[src/rtl/zc_gate_pkg.sv]
package zc_gate_pkg;

  typedef enum logic [1:0] {
    MODE_SRC_ONLY = 2'd0,
    MODE_PREBIAS  = 2'd1,
    MODE_SRC_SINK = 2'd2,
    MODE_SPARE    = 2'd3
  } cutMode_e;

  // strobes from control to the blanking datapath
  typedef struct packed {
    logic blankLoad;
    logic blankStep;
  } blankStrobe_t;

endpackage

[src/rtl/zc_blank_timer.sv]
module zc_blank_timer
  import zc_gate_pkg::*;
#(
  parameter int BLANK_CYCLES = 4
) (
  input  logic         clk,
  input  logic         rstN,
  input  blankStrobe_t strobe,
  output logic         blankDone
);

  localparam int CW = (BLANK_CYCLES > 1) ? $clog2(BLANK_CYCLES) : 1;
  localparam logic [CW-1:0] LOAD_VAL = CW'(BLANK_CYCLES - 1);

  logic [CW-1:0] blankCnt;

  always_ff @(posedge clk or negedge rstN) begin
    if (!rstN) begin
      blankCnt <= '0;
    end else if (strobe.blankLoad) begin
      blankCnt <= LOAD_VAL;
    end else if (strobe.blankStep && (blankCnt != '0)) begin
      blankCnt <= blankCnt - CW'(1);
    end
  end

  assign blankDone = (blankCnt == '0);

  // a load starts a full blanking window
  a_r3_blank_load: assert property (@(posedge clk) disable iff (!rstN)
    strobe.blankLoad |=> (blankCnt == LOAD_VAL));

  // the count only moves downward while stepping
  a_r3_blank_down: assert property (@(posedge clk) disable iff (!rstN)
    (!strobe.blankLoad && !blankDone) |=> (blankCnt <= $past(blankCnt)));

endmodule

[src/rtl/zc_cut_ctrl.sv]
module zc_cut_ctrl
  import zc_gate_pkg::*;
(
  input  logic         clk,
  input  logic         rstN,
  input  logic         rectReq,
  input  logic         zcFlag,
  input  logic         softStartActive,
  input  logic [1:0]   mode,
  input  logic         cycleStart,
  input  logic         blankDone,
  output blankStrobe_t strobe,
  output logic         cutLatched
);

  logic reqQ;
  logic riseNow;
  logic senseOpen;
  logic cutArmed;

  always_ff @(posedge clk or negedge rstN) begin
    if (!rstN) reqQ <= 1'b0;
    else       reqQ <= rectReq;
  end

  assign riseNow          = rectReq & ~reqQ;
  assign strobe.blankLoad = riseNow;
  assign strobe.blankStep = rectReq & ~riseNow & ~blankDone;
  assign senseOpen        = rectReq & reqQ & blankDone;

  always_comb begin
    unique case (cutMode_e'(mode))
      MODE_SRC_ONLY: cutArmed = 1'b1;
      MODE_PREBIAS:  cutArmed = softStartActive;
      MODE_SRC_SINK: cutArmed = 1'b0;
      MODE_SPARE:    cutArmed = 1'b1;
      default:       cutArmed = 1'b1;
    endcase
  end

  always_ff @(posedge clk or negedge rstN) begin
    if (!rstN)                               cutLatched <= 1'b0;
    else if (cycleStart)                     cutLatched <= 1'b0;
    else if (senseOpen && zcFlag && cutArmed) cutLatched <= 1'b1;
  end

  // once taken, the cutoff holds until a cycle start
  a_r2_cut_hold: assert property (@(posedge clk) disable iff (!rstN)
    (cutLatched && !cycleStart) |=> cutLatched);

  // a sampled cycle start always leaves the latch clear
  a_r8_start_clears: assert property (@(posedge clk) disable iff (!rstN)
    cycleStart |=> !cutLatched);

  // no cutoff while the blanking window is open
  a_r3_no_cut_blanked: assert property (@(posedge clk) disable iff (!rstN)
    (!cutLatched && !blankDone) |=> !cutLatched);

  // source/sink mode never takes a cutoff
  a_r4_srcsink_free: assert property (@(posedge clk) disable iff (!rstN)
    (!cutLatched && mode == 2'd2) |=> !cutLatched);

  // a cutoff only follows a zero-current indication
  a_r1_cut_cause: assert property (@(posedge clk) disable iff (!rstN)
    (!cutLatched && !zcFlag) |=> !cutLatched);

endmodule

[src/rtl/zc_rect_gate.sv]
module zc_rect_gate
  import zc_gate_pkg::*;
#(
  parameter int BLANK_CYCLES = 4
) (
  input  logic       clk,
  input  logic       rstN,
  input  logic       rectReq,
  input  logic       zcFlag,
  input  logic       softStartActive,
  input  logic [1:0] mode,
  input  logic       faultForce,
  input  logic       cycleStart,
  output logic       rectEn
);

  blankStrobe_t strobe;
  logic         blankDone;
  logic         cutLatched;

  zc_cut_ctrl u_ctrl (
    .clk             (clk),
    .rstN            (rstN),
    .rectReq         (rectReq),
    .zcFlag          (zcFlag),
    .softStartActive (softStartActive),
    .mode            (mode),
    .cycleStart      (cycleStart),
    .blankDone       (blankDone),
    .strobe          (strobe),
    .cutLatched      (cutLatched)
  );

  zc_blank_timer #(.BLANK_CYCLES(BLANK_CYCLES)) u_blank (
    .clk       (clk),
    .rstN      (rstN),
    .strobe    (strobe),
    .blankDone (blankDone)
  );

  assign rectEn = faultForce | (rectReq & ~cutLatched);

  // fault override
  a_r5_fault_on: assert property (@(posedge clk) disable iff (!rstN)
    faultForce |-> rectEn);

  // no request, no enable
  a_r6_req_low: assert property (@(posedge clk) disable iff (!rstN)
    (!rectReq && !faultForce) |-> !rectEn);

endmodule

[config.mk]
export PLATFORM = sky130hd
export DESIGN_NAME = zc_rect_gate
export DESIGN_NICKNAME = d
export VERILOG_FILES = /design/src/rtl/zc_gate_pkg.sv /design/src/rtl/zc_blank_timer.sv /design/src/rtl/zc_cut_ctrl.sv /design/src/rtl/zc_rect_gate.sv
export SDC_FILE = /design/constraint.sdc
export NUM_CORES = 1
export LEC_CHECK = 0
export BUFFER_PORTS_ARGS = -buffer_cell sky130_fd_sc_hd__clkbuf_2
export CELL_PAD_IN_SITES_DETAIL_PLACEMENT = 0
export CELL_PAD_IN_SITES_GLOBAL_PLACEMENT = 1
export CORE_AREA = 3 3 40 42
export CTS_BUF_LIST = sky130_fd_sc_hd__clkbuf_16
export CTS_CLUSTER_DIAMETER = 30
export DETAILED_ROUTE_END_ITERATION = 8
export DIE_AREA = 0 0 43 45
export PLACE_DENSITY_LB_ADDON = 0.1
export SLEW_MARGIN = 20
export SYNTH_ARGS = -nofsm -noshare
export SYNTH_HDL_FRONTEND = slang
export SYNTH_SLANG_ARGS = --single-unit
[constraint.sdc]
create_clock -name clk -period 1.4 [get_ports clk]
set_clock_uncertainty 0.1 [all_clocks]
set_input_delay 0.28 -clock clk [delete_from_list [all_inputs] [get_ports clk]]
set_output_delay 0.28 -clock clk [all_outputs]
set_load 0.005 [all_outputs]
Yosys cells after proc, flatten, opt, wreduce, memory -nomap -nowiden
Cells that the tools add are included.
- bits in registers: 4
- bits of input ports: 9
- output and inout port bits: 1
- logic and storage cells: 32
- $add $sub $neg: 1
- equal/unequal tests: 3
- multiplexer cells: 5
- bitwise gates (word level): 11
- reductions and logical operators: 9
- operators with widths (operator ; count):
    $and 1x1->1 ; 6
    $reduce_bool 2->1 ; 3
    $eq 2x2->1 const B ; 2
    $logic_not 2->1 ; 2
    $mux 2 ; 2
    $not 1->1 ; 4
    $logic_and 1x1->1 ; 3
    $pmux 1 s3 ; 1
    $eq 2x1->1 const B ; 1
    $mux 1 ; 2
    $reduce_or 2->1 ; 1
    $sub 2x1->2 const B ; 1
    $or 1x1->1 ; 1

Longest topological paths before layout
Gate-level depths: netlist of run 1.
- word-level depth: 8
- mapped depth: 5
- depth with buffers taken out: 5

Cells and area by module
Synthesis of run 1 repeated with hierarchy kept, for this count alone.
- cell total of the unflattened synthesis: 26
- area, all modules: 259.0 µm²
- by module, submodules not included (module ; instances ; cells an instance ; area each (µm²) ; sequential area each (µm²)):
    zc_blank_timer ; 1 ; 12 ; 123.9 ; 50.0
    zc_cut_ctrl ; 1 ; 12 ; 123.9 ; 50.0
    zc_rect_gate ; 1 ; 2 ; 11.3 ; 0.0

Least setup slack after synthesis of run 1
No wires, ideal clock.
- kind: register to register
- start: reg u_blank.blankCnt[0]
- end: reg u_blank.blankCnt[0]
- library setup time: 0.124 ns
- arrival time: 0.891 ns
- data required time: 1.176 ns
- setup slack: 0.285 ns
- cell stages (with the launch flop): 6
- clock period less this slack: 1.115 ns
- cells stage by stage: dfrtp_1 > inv_1 > ha_1 > nand3b_1 > o21ai_0 > a21oi_1
- word-level cells in the longest chain between the ends: 5
- elaborated cells between the ends (all ways): 9
- those cells by class: 1 x add/sub; 2 x mux; 2 x bitwise; 4 x reduce/logical
- RTL lines (element ; RTL line ; text):
    start, declared ; zc_blank_timer.sv:15 ; logic [CW-1:0] blankCnt;
    start signal, assigned ; zc_blank_timer.sv:23 ; blankCnt <= blankCnt - CW'(1);
    parallel branches: the longest is 5 deep, another holds $sub 2x1->2 ; n/a ;
Parallel ways; which one is timed is not known. The select of a mux whose other input is x is not followed.
A chain may end at the register's enable or synchronous reset.

Worst setup path after layout of run 1
- start: reg u_ctrl.cutLatched
- end: out rectEn
- word-level cells in the longest chain between the ends: 3
- RTL lines (element ; RTL line ; text):
    start, declared ; zc_cut_ctrl.sv:13 ; output logic cutLatched
    start signal, assigned ; zc_cut_ctrl.sv:42 ; if (!rstN) cutLatched <= 1'b0;
    start signal, assigned ; zc_cut_ctrl.sv:43 ; else if (cycleStart) cutLatched <= 1'b0;
    start signal, assigned ; zc_cut_ctrl.sv:44 ; else if (senseOpen && zcFlag && cutArmed) cutLatched <= 1'b1;
    $not 1->1 ; zc_rect_gate.sv:41 ; assign rectEn = faultForce | (rectReq & ~cutLatched);
    $and 1x1->1 ; zc_rect_gate.sv:41 ;
    $or 1x1->1 ; zc_rect_gate.sv:41 ;
    end, declared ; zc_rect_gate.sv:14 ; output logic rectEn
No other way between the ends.

==> metrics.cfg, run 1 <==
[outcome]
status=completed

[route]
via_per_inst=4.14
wl_per_cell_microns=9.41
wirelength_microns=480
via_count=211
firstDrtPassIters=2
drc=0
initialDrtViolationCount=1
ant_nets=0

[synthesis]
yosys.area_share.simple=0.126
synthCells=23
synth_area_leaders=dfrtp_1 (46%), ha_1 (11%), inv_1 (8.6%)
ys_types=14
ys_ff_latch=4
avgSynthCellArea_sq_um=9.52
synth_compound_area_frac=0.171
synthAdderAreaFrac=0.114
syn-cell-area_sq_um=219
ys_seq_area_frac=0.457
yosys.area.top_type=dfrtp_1
yosysTopAreaCellShare=0.457
yosysWarnings=0
synth-xor-area-share=0
synth_nets=34
synthMuxAreaShare=0.0457
synth_top_family_by_area=compound AO/OA/AOI/OAI gates

[layout]
area_growth_pct=68.0
layout_commonest_cell=clkbuf_2
final_cell_mix=clkbuf_2 (9), inv_1 (5), dfrtp_1 (4), clkbuf_16 (3)
stdcell_count=51
n_fill_cell=139
fin_nets=49
layout-drive-gt1-share=0.361
diodes=0

[setup_path]
arrival_ns=0.87
crit_path_max_fanout=2
cp-end-kind=primary output
crit_type=reg -> out
cp.required_ns=1.02
crit_path_start_kind=flop

[power]
p_sw_mw=0.114
p_clk_frac=0.688
power_density_nw_per_um2=1730
p_sw_frac=0.178
p_leak_nw=0.186
ir_drop_v=0.000780
combinationalPowerShare=0.094
internal_power_mw=0.525
seq_power_share=0.218

[timing]
finalCritPeriodShare=0.893
tightestPinTransition_ns=0.184
tns_ns=0
drv_slew=0
hold_viol_final=0
max_slew_margin=0.876
fmax_ghz=0.800
finalSetupViolCount=0
timing.final.crit_period_ns=1.25
rsz0062_at_grt=false
setup_ws_ns=0.149

[die]
fp.coreArea_sq_um=1280
die_h_microns=45
start_util=0.170
die_area_sq_um=1940
num_rows=13
ios=10
die_w_microns=43

[place]
dp.cells=47
dp_hpwl_microns=397
place_ws_ns=0.177
numPortBuffers=9
place_congestion=0.587

[clock_tree]
clock_path_buffers=2
post_cts_buffers=0
cts_tree=built
cts_max_level=1
cts-root-buf=clkbuf_16
cts.sinks=4
clkTransAtPathRegs_ns=0.03
insertion_delay_ns=0.22
cts-buffers-inserted=3

[hold_path]
hp-class=in -> reg

[run]
cap_viol_max_count=0

[grt]
grt_pass1_vias=217
antenna_found_initial=0
gr-total-overflow=0
grt_max_degree=8
grt_pass1_wl_microns=848
globalRouteTotalUtil=0.0668

## state kept, by name, summed over array words and instances (netlist names)
register,cells
u_blank.blankCnt,2
u_ctrl.cutLatched,1
u_ctrl.reqQ,1
## logic make-up (layout without fill, tap and decap cells)
family          Yosys count  after routing
mux                       1              1
compound gates            6              6
flops                     4              4
fa+ha+maj                 2              2
buf+inv                   5             18
simple gates              5              5
## synth_stat cells, drive strengths merged
library cell and instances:
nand3b 1, a21o 1, mux2i 1, a41oi 1, nor2 1, ha 2, a21oi 2, nor2b 1
o21ai 2, dfrtp 4, nand4 1, nand2 1, inv 5
## metal layers
layer | vias up | wire length, microns | track usage
li1 | 106 | - | -
met5 | - | 0 | 0
met2 | 8 | 229 | 0.0838
met4 | 0 | 22 | 0.0904
met3 | 2 | 30 | 0.0359
met1 | 95 | 197 | 0.0680
## area by class of cell
type	count	area, sq um	area share
Timing Repair Buffer	10	55.1	0.150
Clock buffer	3	75.1	0.204
Multi-Input combinational cell	14	100	0.272
Tap cell	15	18.8	0.0510
Inverter	5	18.8	0.0510
Sequential cell	4	100	0.272
## metrics by stage
stage	utilization	area (sq um)	hold WS [ns]	power (mW)
final	0.286	368	0.102	0.638
after global routing	0.286	368	0.122	0.668
after CTS	0.286	368	0.101	0.646
after detailed placement	0.220	283	-0.0106	0.198
after global placement	0.220	283	-0.0112	0.194
after floorplan	-	219	-0.116	0.171
## worst max-delay path: stages, from the launching register on
cell      delay (ns)
dfrtp_1         0.31
inv_1           0.04
a21o_2          0.19
clkbuf_2        0.10
## path summary, 6_finish.rpt
check | end | cells past startpoint | start | slack, ns
max in group asynchronous | u_blank.blankCnt[1] | 2 | rstN | 0.79
max | rectEn | 3 | u_ctrl.cutLatched | 0.15
max reg2reg | u_ctrl.cutLatched | 5 | u_blank.blankCnt[0] | 0.18
min | u_ctrl.cutLatched | 2 | cycleStart | 0.10
min reg2reg | u_blank.blankCnt[0] | 1 | u_ctrl.reqQ | 0.42
min in group asynchronous | u_ctrl.reqQ | 2 | rstN | 0.29
## power by group through the flow
| stage | Sequential [mW] | Combinational (mW) | Clock (mW) |
|---|---|---|---|
| after CTS | 0.139 | 0.0613 | 0.446 |
| final | 0.139 | 0.0601 | 0.439 |
| after floorplan | 0.138 | 0.0338 | 0 |
| after detailed placement | 0.140 | 0.0583 | 0 |
| after global routing | 0.141 | 0.0700 | 0.457 |
| after global placement | 0.139 | 0.0544 | 0 |
## what timing repair did
action	in CTS	in global routing
hold buffers	1	0
hold endpoints to repair	4	0
gates resized for setup	0	0
Power figures use the tool's default switching activity.
==> inputs of run 2 (changes only) <==
==> constraint.sdc (replaced) <==
create_clock -name clk -period 1.3 [get_ports clk]
set_clock_uncertainty 0.1 [all_clocks]
set_input_delay 0.26 -clock clk [delete_from_list [all_inputs] [get_ports clk]]
set_output_delay 0.26 -clock clk [all_outputs]
set_load 0.005 [all_outputs]
==> run 2 against run 1 <==
  * Combinational power up 3%
  * Wire length down 8.3%
  * Die area stayed put
  * Hold slack got worse by 0.0086 ns
  * Clock power up 6.6%
  * Non-clock buffer count stayed put
  * Setup slack got worse by 0.077 ns
  * Via count down 11%
  * Sequential share of layout area did not move
  * Final cell count did not move
  * Count of clock-buffer cells in the layout stayed put
  * Largest power group unchanged
  * Utilization stayed put
==> metrics.cfg, run 2 (same netlist as run 1, synthesis figures left out) <==
[timing]
finalCritPeriodShare=0.945
finalSetupViolCount=0  ; unchanged
max_slew_margin=0.907  ; +0.0314
timing.final.crit_period_ns=1.23
rsz0062_at_grt=false
tightestPinTransition_ns=0.136  ; -0.0486 ns
drv_slew=0  ; unchanged
hold_viol_final=0  ; unchanged
tns_ns=0  ; unchanged
fmax_ghz=0.814

[clock_tree]
clock_path_buffers=2  ; unchanged
cts_max_level=1  ; unchanged
cts_tree=built
cts.sinks=4  ; unchanged
insertion_delay_ns=0.22  ; about the same
cts-buffers-inserted=3  ; unchanged
post_cts_buffers=0  ; unchanged
cts-root-buf=clkbuf_16
clkTransAtPathRegs_ns=0.03  ; about the same

[setup_path]
arrival_ns=0.87  ; about the same
crit_path_max_fanout=2  ; unchanged
crit_path_start_kind=flop
crit_type=reg -> out
cpPeakStageDelay_ns=0.31  ; about the same
crit_chain=inv_1, a21o_2, clkbuf_2
crit_slowest_cell=dfrtp_1
cp-end-kind=primary output
cp.required_ns=0.94  ; -0.08 ns

[layout]
final_util=0.286  ; unchanged
layout_commonest_cell=clkbuf_2
layout-drive-gt1-share=0.361  ; unchanged
final_area_sq_um=368  ; unchanged
fin_nets=49  ; unchanged
final_cell_mix=clkbuf_2 (9), inv_1 (5), dfrtp_1 (4), clkbuf_16 (3)
largest_reg_flops=2  ; unchanged
diodes=0  ; unchanged
area_growth_pct=68.0  ; unchanged
top_register=u_blank.blankCnt
top_regs=u_blank.blankCnt: 2 flops, u_ctrl.cutLatched: 1 flops, u_ctrl.reqQ: 1 flops
n_fill_cell=139  ; unchanged

[die]
start_util=0.170  ; unchanged
die_area_sq_um=1940  ; unchanged
num_rows=13  ; unchanged
die_h_microns=45  ; unchanged
fp.coreArea_sq_um=1280  ; unchanged
ios=10  ; unchanged
die_w_microns=43  ; unchanged

[route]
initialDrtViolationCount=1  ; unchanged
via_per_inst=3.67  ; -11%
firstDrtPassIters=2  ; unchanged
wirelength_microns=440  ; -8.3%
via_count=187  ; -11%
wl_per_cell_microns=8.63  ; -8.3%
drc=0  ; unchanged
ant_nets=0  ; unchanged

[grt]
grt_max_degree=8  ; unchanged
grt_pass1_wl_microns=586  ; -31%
antenna_found_initial=0  ; unchanged
globalRouteTotalUtil=0.0460  ; -0.0208
gr-total-overflow=0  ; unchanged
grt_pass1_vias=161  ; -26%

[hold_path]
hp-class=in -> reg

[place]
numPortBuffers=9  ; unchanged
place_congestion=0.577  ; -1.8%
dpl_cell_area_sq_um=283  ; unchanged

[outcome]
status=completed

[run]
cap_viol_max_count=0  ; unchanged

[power]
p_leak_nw=0.186  ; unchanged
ir_drop_v=0.000785  ; +0.57%
power_density_nw_per_um2=1850  ; +6.5%

## run 2: power by group
group | internal (mW) | switching [mW]
logic | 0.0327 | 0.0293
clock network | 0.392 | 0.0762
registers | 0.139 | 0.0104
total | 0.564 | 0.116
## run 2: cell type report
cell class / count / area (sq um) / area share
sequential: 4 / 100 / 0.272
multi-input combinational: 14 / 100 / 0.272
clock buffer: 3 / 75.1 / 0.204
timing repair buffer: 10 / 55.1 / 0.150
inverter: 5 / 18.8 / 0.0510
tap: 15 / 18.8 / 0.0510
## run 2: critical path: cells and delay by family (launching register included)
family / cells / cell delay [ns]
AO/OA/AOI/OAI: 1 / 0.19
buffers and inverters: 2 / 0.14
flip-flops: 1 / 0.31
## run 2: per-layer routing
| layer | track usage | wire length (microns) |
|---|---|---|
| met1 | 0.0537 | 207 |
| met2 | 0.0539 | 210 |
| met4 | 0.0542 | 0 |
| met3 | 0.0239 | 22 |
| met5 | 0 | 0 |
## run 2: repair_timing
item | in CTS | in global routing
gates resized for setup | 0 | 0
endpoints found under the hold margin | 4 | 0
hold buffers | 1 | 0
## run 2: worst paths after layout
path,slack (ns),cells past startpoint,from,endpoint
min in group asynchronous,0.27,2,rstN,u_ctrl.reqQ
max reg2reg,0.08,5,u_blank.blankCnt[0],u_ctrl.cutLatched
max in group asynchronous,0.71,2,rstN,u_blank.blankCnt[0]
max,0.07,3,u_ctrl.cutLatched,rectEn
min reg2reg,0.41,1,u_ctrl.reqQ,u_blank.blankCnt[0]
min,0.09,2,cycleStart,u_ctrl.cutLatched
## run 2: stage by stage
stage               worst slack [ns]  cells  hold WS (ns)  total power, mW
CTS                           0.0604     51        0.0918            0.692
global placement              0.0828     47       -0.0311            0.210
finish                        0.0721     51        0.0935            0.680
detailed placement            0.0876     47       -0.0327            0.212
floorplan                      0.185     23        -0.136            0.185
global route                0.000311     51         0.104            0.710
==> inputs of run 3 (changes only) <==
--- a/config.mk
+++ b/config.mk
@@ -8,11 +8,11 @@
 export BUFFER_PORTS_ARGS = -buffer_cell sky130_fd_sc_hd__clkbuf_2
 export CELL_PAD_IN_SITES_DETAIL_PLACEMENT = 0
 export CELL_PAD_IN_SITES_GLOBAL_PLACEMENT = 1
-export CORE_AREA = 3 3 40 42
+export CORE_AREA = 2 2 39 41
 export CTS_BUF_LIST = sky130_fd_sc_hd__clkbuf_16
 export CTS_CLUSTER_DIAMETER = 30
 export DETAILED_ROUTE_END_ITERATION = 8
-export DIE_AREA = 0 0 43 45
+export DIE_AREA = 0 0 41 43
 export PLACE_DENSITY_LB_ADDON = 0.1
 export SLEW_MARGIN = 20
 export SYNTH_ARGS = -nofsm -noshare
==> run 3 against run 2 <==
  * Utilization down 2.0 points
  * Critical path depth stayed put
  * Die area decreased by 8.9%
  * Register-to-register slack barely moved
  * Combinational power rose by 1%
  * Count of clock-buffer cells in the layout is the same
  * Critical path type unchanged
  * Sequential cell count unchanged
  * Largest cell class unchanged
  * Wire length rose by 5.5%
  * Non-clock buffer count is the same
  * Hold slack got worse by 0.0028 ns
  * Global-route usage grew 1.8 points
  * Sequential share of layout area decreased by 0.092 points
==> metrics.cfg, run 3 (same netlist as run 1, synthesis figures left out) <==
[die]
fp.coreArea_sq_um=1380  ; +7.7%
die_h_microns=43  ; -4.4%
num_rows=14  ; +1
die_area_sq_um=1760  ; -8.9%
ios=10  ; unchanged
start_util=0.158  ; -0.0122
die_w_microns=41  ; -4.7%

[layout]
layout_commonest_cell=clkbuf_2
top_register=u_blank.blankCnt
layout-drive-gt1-share=0.361  ; unchanged
multi_input_area_sq_um=100  ; unchanged
area_growth_pct=68.6
final_cell_mix=clkbuf_2 (9), inv_1 (5), dfrtp_1 (4), clkbuf_16 (3)
final_area_sq_um=369  ; +0.34%
n_fill_cell=154  ; +11%
stdcell_count=52  ; +2.0%
regArea_sq_um=100  ; unchanged
final_util=0.267  ; -0.0195
fin_nets=49  ; unchanged
top_regs=u_blank.blankCnt: 2 flops, u_ctrl.cutLatched: 1 flops, u_ctrl.reqQ: 1 flops
diodes=0  ; unchanged
largest_reg_flops=2  ; unchanged

[clock_tree]
cts_max_level=1  ; unchanged
cts.sinks=4  ; unchanged
clock_path_buffers=2  ; unchanged
ctsResizeCount=0  ; unchanged
cts-root-buf=clkbuf_16
cts-buffers-inserted=3  ; unchanged
clkTransAtPathRegs_ns=0.03  ; about the same
post_cts_buffers=0  ; unchanged
insertion_delay_ns=0.22  ; about the same
cts_tree=built
holdBufCountCts=1  ; unchanged

[place]
dp.cells=48  ; +2.1%
numPortBuffers=9  ; unchanged
dpl_cell_area_sq_um=284  ; +0.44%
dp_hpwl_microns=364
place_congestion=0.655  ; +13%

[grt]
globalRouteTotalUtil=0.0636  ; +0.0176
grt_pass1_wl_microns=669  ; +14%
gr-total-overflow=0  ; unchanged
antenna_found_initial=0  ; unchanged
grt_max_degree=8  ; unchanged
grt_pass1_vias=177  ; +9.9%

[setup_path]
crit_chain=inv_1, a21o_2, clkbuf_2
critPathBufInv=2  ; unchanged
cp.required_ns=0.94  ; about the same
cpPeakStageDelay_ns=0.31  ; about the same
critical_path.top_delay_family=flip-flops
crit_path_max_fanout=2  ; unchanged
cp-end-kind=primary output
arrival_ns=0.88  ; about the same
crit_path_start_kind=flop
crit_type=reg -> out
crit_slowest_cell=dfrtp_1

[timing]
rsz0062_at_grt=false
finalCritPeriodShare=0.951  ; +0.00654
hold_viol_final=0  ; unchanged
finalSetupViolCount=0  ; unchanged
timing.final.crit_period_ns=1.24  ; +0.00851 ns
fmax_ghz=0.809  ; -0.69%
drv_slew=0  ; unchanged
max_slew_margin=0.893  ; -0.0143
tns_ns=0  ; unchanged
tightestPinTransition_ns=0.159  ; +0.0232 ns

[power]
ir_drop_v=0.000846  ; +7.8%
power_mw=0.684  ; +0.68%
p_leak_nw=0.186  ; unchanged
power_density_nw_per_um2=1850  ; +0.33%

[route]
wl_per_cell_microns=8.92  ; +3.4%
initialDrtViolationCount=2  ; +1
drc=0  ; unchanged
via_count=189  ; +1.1%
wirelength_microns=464  ; +5.5%
via_per_inst=3.63  ; -0.87%
ant_nets=0  ; unchanged
firstDrtPassIters=2  ; unchanged

[outcome]
status=completed

[run]
cap_viol_max_count=0  ; unchanged

[hold_path]
hp-class=in -> reg

[run 3: power by group]
part | internal [mW] | leakage [nW] | switching [mW]
clock network | 0.392 | 0.0370 | 0.0798
registers | 0.139 | 0.0459 | 0.0102
logic | 0.0328 | 0.103 | 0.0301
[run 3: final cells by class]
| cell class | instances | share of cell area |
|---|---|---|
| Inverter | 5 | 0.0508 |
| Multi-Input combinational cell | 14 | 0.271 |
| Clock buffer | 3 | 0.203 |
| Timing Repair Buffer | 10 | 0.149 |
| Sequential cell | 4 | 0.271 |
| Tap cell | 16 | 0.0542 |
[run 3: final timing paths]
path | startpoint | to | slack [ns] | cells past startpoint
max | u_ctrl.cutLatched | rectEn | 0.06 | 3
min in group asynchronous | rstN | u_ctrl.reqQ | 0.27 | 2
min reg2reg | u_ctrl.reqQ | u_blank.blankCnt[0] | 0.41 | 1
max in group asynchronous | rstN | u_blank.blankCnt[0] | 0.71 | 2
max reg2reg | u_blank.blankCnt[0] | u_ctrl.cutLatched | 0.07 | 5
min | cycleStart | u_ctrl.cutLatched | 0.09 | 2
[run 3: metrics by stage]
| step | setup slack [ns] | hold WS [ns] |
|---|---|---|
| 3_5_place_dp | 0.0767 | -0.0307 |
| 6_report | 0.0636 | 0.0907 |
| 4_1_cts | 0.0578 | 0.0891 |
| 3_3_place_gp | 0.0905 | -0.0298 |
| 5_1_grt | 0.00699 | 0.0996 |
| 2_1_floorplan | 0.185 | -0.136 |
[run 3: metal layers]
metal	wire length, microns	global-route usage
met5	0	0
met4	0	0.100
met3	37	0.0209
met2	209	0.0625
met1	217	0.0784
